File: config.mk
export PLATFORM = sky130hd
export DESIGN_NAME = async_char_rx
export DESIGN_NICKNAME = d
export VERILOG_FILES = /design/src/rtl/rxf_pkg.sv /design/src/rtl/rxf_line_sync.sv /design/src/rtl/rxf_frame.sv /design/src/rtl/rxf_hold.sv /design/src/rtl/async_char_rx.sv
export SDC_FILE = /design/constraint.sdc
export NUM_CORES = 1
export LEC_CHECK = 0
export BUFFER_PORTS_ARGS = -buffer_cell sky130_fd_sc_hd__buf_4
export CORE_ASPECT_RATIO = 1.2
export CORE_MARGIN = 2
export CORE_UTILIZATION = 50
export DETAILED_ROUTE_END_ITERATION = 8
export PLACE_DENSITY = 0.67
export SYNTH_ARGS = -nofsm -noshare
export SYNTH_HDL_FRONTEND = slang
export SYNTH_SLANG_ARGS = --single-unit
File: constraint.sdc
create_clock -name clk -period 3.95 [get_ports clk]
set_input_delay 0.79 -clock clk [delete_from_list [all_inputs] [get_ports clk]]
set_output_delay 0.79 -clock clk [all_outputs]
set_load 0.02 [all_outputs]
File: src/rtl/rxf_pkg.sv
package rxf_pkg;

   typedef enum logic [2:0] {
      ST_IDLE  = 3'd0,
      ST_START = 3'd1,
      ST_DATA  = 3'd2,
      ST_PAR   = 3'd3,
      ST_STOP  = 3'd4
   } rx_state_e;

   localparam logic [1:0] DIV_OFF = 2'b00;
   localparam logic [1:0] DIV_X1  = 2'b01;
   localparam logic [1:0] DIV_MID = 2'b10;
   localparam logic [1:0] DIV_HI  = 2'b11;

   typedef struct packed {
      logic perr;
      logic ferr;
      logic brk;
   } rx_status_t;

endpackage

File: src/rtl/rxf_line_sync.sv
module rxf_line_sync #(
   parameter int STAGES = 2
) (
   input  logic clk,
   input  logic rst_n,
   input  logic din,
   output logic dout
);
   logic [STAGES-1:0] q;

   generate
      if (STAGES == 1) begin : g_single
         always_ff @(posedge clk or negedge rst_n) begin
            if (!rst_n) q <= '1;
            else        q <= din;
         end
      end else begin : g_chain
         always_ff @(posedge clk or negedge rst_n) begin
            if (!rst_n) q <= '1;
            else        q <= {q[STAGES-2:0], din};
         end
      end
   endgenerate

   assign dout = q[STAGES-1];
endmodule

File: src/rtl/rxf_frame.sv
module rxf_frame
   import rxf_pkg::*;
#(
   parameter int DATA_W    = 8,
   parameter int MIN_BITS  = 5,
   parameter int RATIO_MID = 16,
   parameter int RATIO_HI  = 64
) (
   input  logic              clk,
   input  logic              rst_n,
   input  logic              line_s,
   input  logic              tick,
   input  logic              enable,
   input  logic [1:0]        len_code,
   input  logic [1:0]        div_code,
   input  logic              par_on,
   input  logic              par_even,
   output logic              done,
   output logic [DATA_W-1:0] data,
   output rx_status_t        stat
);
   localparam int CNT_W = $clog2(RATIO_HI) + 1;
   localparam int IDX_W = (DATA_W > 1) ? $clog2(DATA_W) : 1;

   rx_state_e         state;
   logic [CNT_W-1:0]  cnt;
   logic [CNT_W-1:0]  lat_ratio;
   logic [IDX_W-1:0]  idx;
   logic [IDX_W-1:0]  last_idx;
   logic              lat_pen;
   logic              lat_pev;
   logic [DATA_W-1:0] shreg;
   logic              pbit;
   logic              all_zero;

   function automatic logic [CNT_W-1:0] ratio_of(input logic [1:0] code);
      case (code)
         DIV_X1:  ratio_of = CNT_W'(1);
         DIV_MID: ratio_of = CNT_W'(RATIO_MID);
         DIV_HI:  ratio_of = CNT_W'(RATIO_HI);
         default: ratio_of = '0;
      endcase
   endfunction

   logic [CNT_W-1:0] half_pt;
   logic             at_sample;
   logic             at_half;
   logic             par_bad;

   assign half_pt   = lat_ratio >> 1;
   assign at_sample = (cnt == lat_ratio - CNT_W'(1));
   assign at_half   = (cnt == half_pt - CNT_W'(1));
   // even sense: the ones over data plus parity must be even
   assign par_bad   = lat_pen && ((^shreg ^ pbit) == lat_pev);

   always_ff @(posedge clk or negedge rst_n) begin
      if (!rst_n) begin
         state     <= ST_IDLE;
         cnt       <= '0;
         lat_ratio <= CNT_W'(1);
         idx       <= '0;
         last_idx  <= '0;
         lat_pen   <= 1'b0;
         lat_pev   <= 1'b0;
         shreg     <= '0;
         pbit      <= 1'b0;
         all_zero  <= 1'b0;
         done      <= 1'b0;
         data      <= '0;
         stat      <= '0;
      end else begin
         done <= 1'b0;
         if (!enable) begin
            state <= ST_IDLE;
            cnt   <= '0;
         end else if (tick) begin
            unique case (state)
               ST_IDLE: begin
                  if (!line_s && div_code != DIV_OFF) begin
                     lat_ratio <= ratio_of(div_code);
                     last_idx  <= IDX_W'(MIN_BITS - 1) + IDX_W'(len_code);
                     lat_pen   <= par_on;
                     lat_pev   <= par_even;
                     shreg     <= '0;
                     pbit      <= 1'b0;
                     idx       <= '0;
                     cnt       <= '0;
                     all_zero  <= 1'b1;
                     state     <= (div_code == DIV_X1) ? ST_DATA : ST_START;
                  end
               end
               ST_START: begin
                  if (at_half) begin
                     cnt   <= '0;
                     state <= line_s ? ST_IDLE : ST_DATA;
                  end else begin
                     cnt <= cnt + CNT_W'(1);
                  end
               end
               ST_DATA: begin
                  if (at_sample) begin
                     cnt        <= '0;
                     shreg[idx] <= line_s;
                     if (line_s) all_zero <= 1'b0;
                     idx <= idx + IDX_W'(1);
                     if (idx == last_idx) state <= lat_pen ? ST_PAR : ST_STOP;
                  end else begin
                     cnt <= cnt + CNT_W'(1);
                  end
               end
               ST_PAR: begin
                  if (at_sample) begin
                     cnt  <= '0;
                     pbit <= line_s;
                     if (line_s) all_zero <= 1'b0;
                     state <= ST_STOP;
                  end else begin
                     cnt <= cnt + CNT_W'(1);
                  end
               end
               ST_STOP: begin
                  if (at_sample) begin
                     cnt       <= '0;
                     done      <= 1'b1;
                     data      <= shreg;
                     stat.ferr <= !line_s;
                     stat.perr <= par_bad;
                     stat.brk  <= all_zero && !line_s;
                     state     <= ST_IDLE;
                  end else begin
                     cnt <= cnt + CNT_W'(1);
                  end
               end
               default: state <= ST_IDLE;
            endcase
         end
      end
   end
endmodule

File: src/rtl/rxf_hold.sv
module rxf_hold
   import rxf_pkg::*;
#(
   parameter int DATA_W = 8
) (
   input  logic              clk,
   input  logic              rst_n,
   input  logic              done,
   input  logic [DATA_W-1:0] data_in,
   input  rx_status_t        stat,
   input  logic              rd_ack,
   input  logic              err_clr,
   output logic [DATA_W-1:0] data_q,
   output logic              ready,
   output logic              f_par,
   output logic              f_ovr,
   output logic              f_frm,
   output logic              f_brk
);
   logic ovr_evt;
   assign ovr_evt = done && ready && !rd_ack;

   always_ff @(posedge clk or negedge rst_n) begin
      if (!rst_n) begin
         data_q <= '0;
         ready  <= 1'b0;
      end else if (done) begin
         data_q <= data_in;
         ready  <= 1'b1;
      end else if (rd_ack) begin
         ready <= 1'b0;
      end
   end

   // a new event wins over a clear arriving in the same cycle
   always_ff @(posedge clk or negedge rst_n) begin
      if (!rst_n) begin
         f_par <= 1'b0;
         f_ovr <= 1'b0;
         f_frm <= 1'b0;
         f_brk <= 1'b0;
      end else begin
         if (done && stat.perr) f_par <= 1'b1;
         else if (err_clr)      f_par <= 1'b0;
         if (ovr_evt)           f_ovr <= 1'b1;
         else if (err_clr)      f_ovr <= 1'b0;
         if (done && stat.ferr) f_frm <= 1'b1;
         else if (err_clr)      f_frm <= 1'b0;
         if (done && stat.brk)  f_brk <= 1'b1;
         else if (err_clr)      f_brk <= 1'b0;
      end
   end
endmodule

File: src/rtl/async_char_rx.sv
module async_char_rx
   import rxf_pkg::*;
#(
   parameter int DATA_W      = 8,
   parameter int MIN_BITS    = 5,
   parameter int RATIO_MID   = 16,
   parameter int RATIO_HI    = 64,
   parameter int SYNC_STAGES = 2
) (
   input  logic              clk,
   input  logic              rst_n,
   input  logic              rx_line,
   input  logic              smp_tick,
   input  logic [1:0]        len_sel,
   input  logic              par_en,
   input  logic              par_even,
   input  logic [1:0]        div_sel,
   input  logic              rx_en,
   input  logic              rd_ack,
   input  logic              err_clr,
   output logic [DATA_W-1:0] rx_data,
   output logic              rx_ready,
   output logic              err_parity,
   output logic              err_overrun,
   output logic              err_frame,
   output logic              brk_det
);
   generate
      if (MIN_BITS + 3 > DATA_W) begin : g_bad_width
         $error("DATA_W must hold the longest word length");
      end
      if (RATIO_MID < 2 || (RATIO_MID % 2) != 0) begin : g_bad_mid
         $error("RATIO_MID must be even and at least 2");
      end
      if (RATIO_HI <= RATIO_MID || (RATIO_HI % 2) != 0) begin : g_bad_hi
         $error("RATIO_HI must be even and above RATIO_MID");
      end
      if (SYNC_STAGES < 1) begin : g_bad_sync
         $error("SYNC_STAGES must be at least 1");
      end
   endgenerate

   logic              line_s;
   logic              frm_done;
   logic [DATA_W-1:0] frm_data;
   rx_status_t        frm_stat;
   logic              frm_perr;
   logic              frm_ferr;
   logic              frm_brk;

   assign frm_perr = frm_stat.perr;
   assign frm_ferr = frm_stat.ferr;
   assign frm_brk  = frm_stat.brk;

   rxf_line_sync #(.STAGES(SYNC_STAGES)) u_sync (
      .clk  (clk),
      .rst_n(rst_n),
      .din  (rx_line),
      .dout (line_s)
   );

   rxf_frame #(
      .DATA_W   (DATA_W),
      .MIN_BITS (MIN_BITS),
      .RATIO_MID(RATIO_MID),
      .RATIO_HI (RATIO_HI)
   ) u_frame (
      .clk     (clk),
      .rst_n   (rst_n),
      .line_s  (line_s),
      .tick    (smp_tick),
      .enable  (rx_en),
      .len_code(len_sel),
      .div_code(div_sel),
      .par_on  (par_en),
      .par_even(par_even),
      .done    (frm_done),
      .data    (frm_data),
      .stat    (frm_stat)
   );

   rxf_hold #(.DATA_W(DATA_W)) u_hold (
      .clk    (clk),
      .rst_n  (rst_n),
      .done   (frm_done),
      .data_in(frm_data),
      .stat   (frm_stat),
      .rd_ack (rd_ack),
      .err_clr(err_clr),
      .data_q (rx_data),
      .ready  (rx_ready),
      .f_par  (err_parity),
      .f_ovr  (err_overrun),
      .f_frm  (err_frame),
      .f_brk  (brk_det)
   );
endmodule

-- Word level (Yosys, flattened, before mapping)
Index checks and enable logic that the tools add are counted.
- eq/ne operators: 24
- order comparisons: 2
- bitwise operators: 1
- muxes and demuxes: 46
- reduce and logical (&&, ||, !) cells: 31
- add/subtract/negate cells: 5
- operators with widths (operator ; number):
    7-bit one-hot mux with 3 select lines ; 2
    7-bit two-way mux ; 5
    3-bit two-way mux ; 11
    3-bit by 2-bit != test with 1-bit output, second input constant ; 6
    2-bit nonzero test ; 9
    1-bit two-way mux ; 17
    8-bit two-way mux ; 2
    8-bit one-hot mux with 2 select lines ; 1
    3-bit one-hot mux with 5 select lines ; 1
    7-bit equality test ; 2
    2-bit by 1-bit != test with 1-bit output, second input constant ; 5
    5-bit AND reduction ; 2
    1-bit logical AND ; 9
    8-bit bitwise mux ; 1
    4-bit AND reduction ; 2
    8-bit XOR reduction ; 1
    7-bit by 1-bit adder with 7-bit output, second input constant ; 1
    7-bit AND reduction ; 1
    6-bit by 1-bit subtractor with 7-bit output, second input constant ; 1
    7-bit by 1-bit subtractor with 7-bit output, second input constant ; 1
    3-bit by 2-bit equality test with 1-bit output, second input constant ; 2
    3-bit one-hot mux with 2 select lines ; 1
    6-bit AND reduction ; 1
    2-bit equality test, second input constant ; 2
    20 further kinds ; 23
- bits in registers: 62
- output and inout bits: 13
- input port bits: 13
- word-level logic and storage cells: 131

-- Longest topological paths before layout
- depth in word-level cells: 7
- gate-level depth with buffers: 8
- gate-level depth less buffers: 7

-- Modules after synthesis
From an unflattened synthesis, not the netlist that was laid out.
- cell total of the unflattened synthesis: 275
- area, all modules: 3078.0 µm²
- by module, submodules not included (module ; cells an instance ; sequential area each (µm²) ; times used ; area an instance (µm²)):
    rxf_frame ; 244 ; 1077.3 ; 1 ; 2523.7
    rxf_hold ; 29 ; 325.3 ; 1 ; 501.7
    rxf_line_sync ; 2 ; 52.6 ; 1 ; 52.6

-- Worst setup path before layout
No wires, ideal clock.
- kind: register to register
- start point: register u_frame.lat_ratio[0]
- end point: register u_frame.state[1]
- library setup time: 128 ps
- cell stages (with the launch flop): 8
- period minus slack after synthesis: 2251 ps
- buffers on the path: 0
- path slack: 1699 ps
- required time: 3822 ps
- arrival: 2123 ps
- cell sequence: dfstp_2 inv_1 ha_1 or2_2 mux2i_1 a31oi_1 nor3_2 mux2_1
- word-level cells in the longest chain between the ends: 4
- elaborated cells on any way between the ends: 6
- those cells by class: add/sub: 1; eq/ne: 4; reduce/logical: 1
- RTL lines (item ; RTL line ; text):
    start: declaration ; rxf_frame.sv:27 ; logic [CNT_W-1:0] lat_ratio;
    start signal: assignment ; rxf_frame.sv:80 ; lat_ratio <= ratio_of(div_code);
    7-bit by 1-bit subtractor with 7-bit output * ; rxf_frame.sv:51 ; assign at_sample = (cnt == lat_ratio - CNT_W'(1));
    7-bit equality test * ; rxf_frame.sv:51 ;
    3-bit by 2-bit != test with 1-bit output (no source line) ; n/a ;
    7-bit AND reduction (no source line) * ; n/a ;
    end signal: assignment ; rxf_frame.sv:89 ; state <= (div_code == DIV_X1) ? ST_DATA : ST_START;
    end signal: assignment ; rxf_frame.sv:95 ; state <= line_s ? ST_IDLE : ST_DATA;
    end signal: assignment ; rxf_frame.sv:106 ; if (idx == last_idx) state <= lat_pen ? ST_PAR : ST_STOP;
    end: declaration ; rxf_frame.sv:25 ; rx_state_e state;
Mark *: on every way between the ends. The rest lies on a longest branch, timed or not.
A chain may end at the register's enable or synchronous reset.

-- Final worst setup path
Same ends and word-level chain as after synthesis.

==> flow_summary.toml <==
[power_and_ir_drop]
p_seq_frac = 0.485
p_switching_uw = 434
p_sw_frac = 0.306
leakagePower_nw = 1.58
pwr-share-comb = 0.195
power.share.clock = 0.321
pwr_density_cell_nw_per_um2 = 420
ir_worst_vdd_uv = 270
intPower_uw = 983

[drt]
wl_per_cell_um = 15.2
vias_per_cell = 5.51
drc = 0
wirelength_mm = 5.88
ant_nets = 0
vias = 2126
drt_iter0_markers = 81
dr.pass1.iters = 4

[hold_path]
hold_path_depth = 0
min_from = "u_sync.q[0]"
worstHoldPathType = "register to register"
hold-path-endpoint = "u_sync.q[1]"

[setup_path]
cp_max_fo = 6
cp-start-kind = "register"
worstSetupPathType = "register to register"
slowest_stage = "dfstp_2"
slowest_delay_ns = 0.56
reg2reg_from = "u_frame.lat_ratio[0]"
required_ns = 4.17
rrSetupSlack_ns = 1.38
cp.arrival_ns = 2.79
timing.rr.end = "u_frame.state[1]"
reg2regPathDepth = 7
cp_cell_sequence = "inv_1 -> ha_1 -> or2_2 -> mux2i_1 -> a31oi_1 -> nor3_2 -> mux2_1"
end_kind = "register"

[yosys]
synth_top_cell_by_area = "dfrtp_1"
yosysUniqueCellTypes = 54
synth-main-ff-cell = "dfrtp_1"
async_reset_ff_frac = 1.00
postSynthCellCount = 278
syn_nets = 295
ys_ff_latch = 58
synth_common_cells = "dfrtp_1, nand2_1, mux2_2"
avgSynthCellArea_sq_um = 10.8
synth.area.top_cells = "dfrtp_1, mux2_2, nand2_1"
synth-edff-count = 0
ys_warn_count = 0
netlist_area_sq_um = 2990
yosysSeqAreaShare = 0.487
synth.top_cell.area_share = 0.460
yosysMostFrequentCell = "dfrtp_1"

[finish]
post_route_cells_drive_above_1_share = 0.239
seq_area_sq_um = 1460
layout.nets = 319
syn_to_final_growth_pct = 12.8
diodes = 0
n_fill_cell = 516
multiInputGateArea_sq_um = 1410
fin_cells = 386

[timing]
fin_crit_ns = 2.57
slew_viol_final = 0
worst-slew-pin-transition_ns = 0.777
setup_viol = 0
period_share = 0.651
slew_headroom = 0.481
fin_ws_ns = 1.38
clock.fmax_mhz = 389
rsz0062_at_grt = "no"
finClkSkew_ns = 0.00922
hold_viol = 0
finalSetupTns_ns = 0

[cts]
clockRootBuffer = "clkbuf_8"
cts.clk_slew.worst_paths_ns = 0.07
numCtsBuffers = 9
clk_latency_ns = 0.34
cts-htree-levels = 3
cts_resized = 0
clock_sinks = 58
cts_setup_buffers = 0
clk_path_buf_depth = 2
holdBufCountCts = 0
cts_tree = "done"

[run]
cap_violations = 0

[placed_design]
pre_cts_ws_ns = 1.33
gp_congestion = 0.830
io_buffers = 25
hpwl_mm = 4.13
dpl.cell_count = 371

[die]
row_count = 30
initial_core_util = 0.524
ioPinCount = 26
die_h_um = 88.7
core_area_sq_um = 5710
dieArea_sq_um = 6620
die_w_um = 74.6

[run_status]
status = "complete, no violations"

[global_routing]
grt_pass1_vias = 2036
grt_pass1_wl_mm = 9.76
antenna_found_initial = 0
track_usage = 0.199
grt_max_degree = 59
overflow = 0
metrics by stage:
step / hold slack, ns / total power [mW] / area, sq um / utilization
floorplan: 0.345 / 0.907 / 2990 / -
global placement: 0.346 / 0.968 / 3210 / 0.563
detailed placement: 0.347 / 0.975 / 3210 / 0.563
CTS: 0.356 / 1.43 / 3370 / 0.591
global route: 0.361 / 1.50 / 3370 / 0.591
finish: 0.356 / 1.42 / 3370 / 0.591
flip-flops by register name, indices dropped and copies added, names as in the netlist, 2 cells and up:
register / flops
u_frame.data: 8
u_frame.shreg: 8
u_hold.data_q: 8
u_frame.cnt: 7
u_frame.idx: 3
u_frame.last_idx: 3
u_frame.lat_ratio: 3
u_frame.stat: 3
u_frame.state: 3
u_sync.q: 2
cells by family after synthesis:
kind of cell    after synthesis  synth area share
flops                        58             0.487
buf+inv                      26            0.0402
xor+xnor                     15            0.0486
mux                          34             0.123
compound gates               42             0.119
fa+ha+maj                     4            0.0167
simple gates                 99             0.165
metal layers:
layer  GRT usage  up-vias  wire (um)
met5           0        -          0
li1            -     1043          -
met1       0.261     1029       2690
met2       0.317       43       2850
met3      0.0513       11        249
met4      0.0731        0         93
how the worst max path moves through the flow:
| stage | to | start | depth (start not counted) |
|---|---|---|---|
| 5_1_grt | u_frame.state[1] | u_frame.lat_ratio[0] | 7 |
| 4_1_cts | u_frame.state[1] | u_frame.lat_ratio[0] | 7 |
| 2_1_floorplan | u_frame.state[1] | u_frame.lat_ratio[0] | 7 |
| 3_3_place_gp | u_frame.state[1] | u_frame.lat_ratio[0] | 7 |
| 6_report | u_frame.state[1] | u_frame.lat_ratio[0] | 7 |
| 3_5_place_dp | u_frame.lat_pev | div_sel[0] | 5 |
worst max-delay path: cells and delay by family, from the launching register on:
| family | cells | cell delay [ns] |
|---|---|---|
| and+or+nand+nor | 2 | 0.67 |
| muxes | 2 | 0.66 |
| DFF | 1 | 0.56 |
| AOI/OAI and AO/OA | 1 | 0.30 |
| adders and majority gates | 1 | 0.20 |
| buffers and inverters | 1 | 0.07 |
placed cells by master, fill, tap and decap left out, types with 2 or more instances in the layout:
cell        instances
xor2_1              6
a21o_1              2
or4_1               2
clkinvlp_4          2
a32o_1              2
a21boi_1            2
nor3_1              5
nor2b_1             3
inv_1              13
nand2_1            40
clkbuf_8            9
nor2_1             13
o22ai_1             2
mux2i_1            12
clkinv_2            4
nor3b_1             2
mux2_2             21
and3_1              3
o21ai_0             8
xnor2_1             8
nor4_1              2
nand4_1             3
o311ai_0            2
a21oi_1             3
a211oi_1            2
dfrtp_1            55
nand3_1             7
and2_1              5
dfstp_2             3
a31oi_1             2
a22o_1              3
ha_1                4
buf_4              26
o221ai_1            4
nand2b_1            8
power by group through the flow:
stage | Combinational [mW] | Clock [mW] | Sequential (mW)
final | 0.276 | 0.454 | 0.687
after CTS | 0.277 | 0.466 | 0.687
after global routing | 0.311 | 0.497 | 0.692
after floorplan | 0.231 | 0 | 0.676
after detailed placement | 0.277 | 0 | 0.698
after global placement | 0.271 | 0 | 0.697
area by class of cell:
class,count,area share
clock buffers,9,0.0367
inverters,13,0.0145
repair buffers,26,0.0579
well taps,80,0.0297
flip-flops and latches,58,0.432
multi-input cells,194,0.419
clock inverters,6,0.0104
No activity file was read; power rests on OpenSTA's default activity.
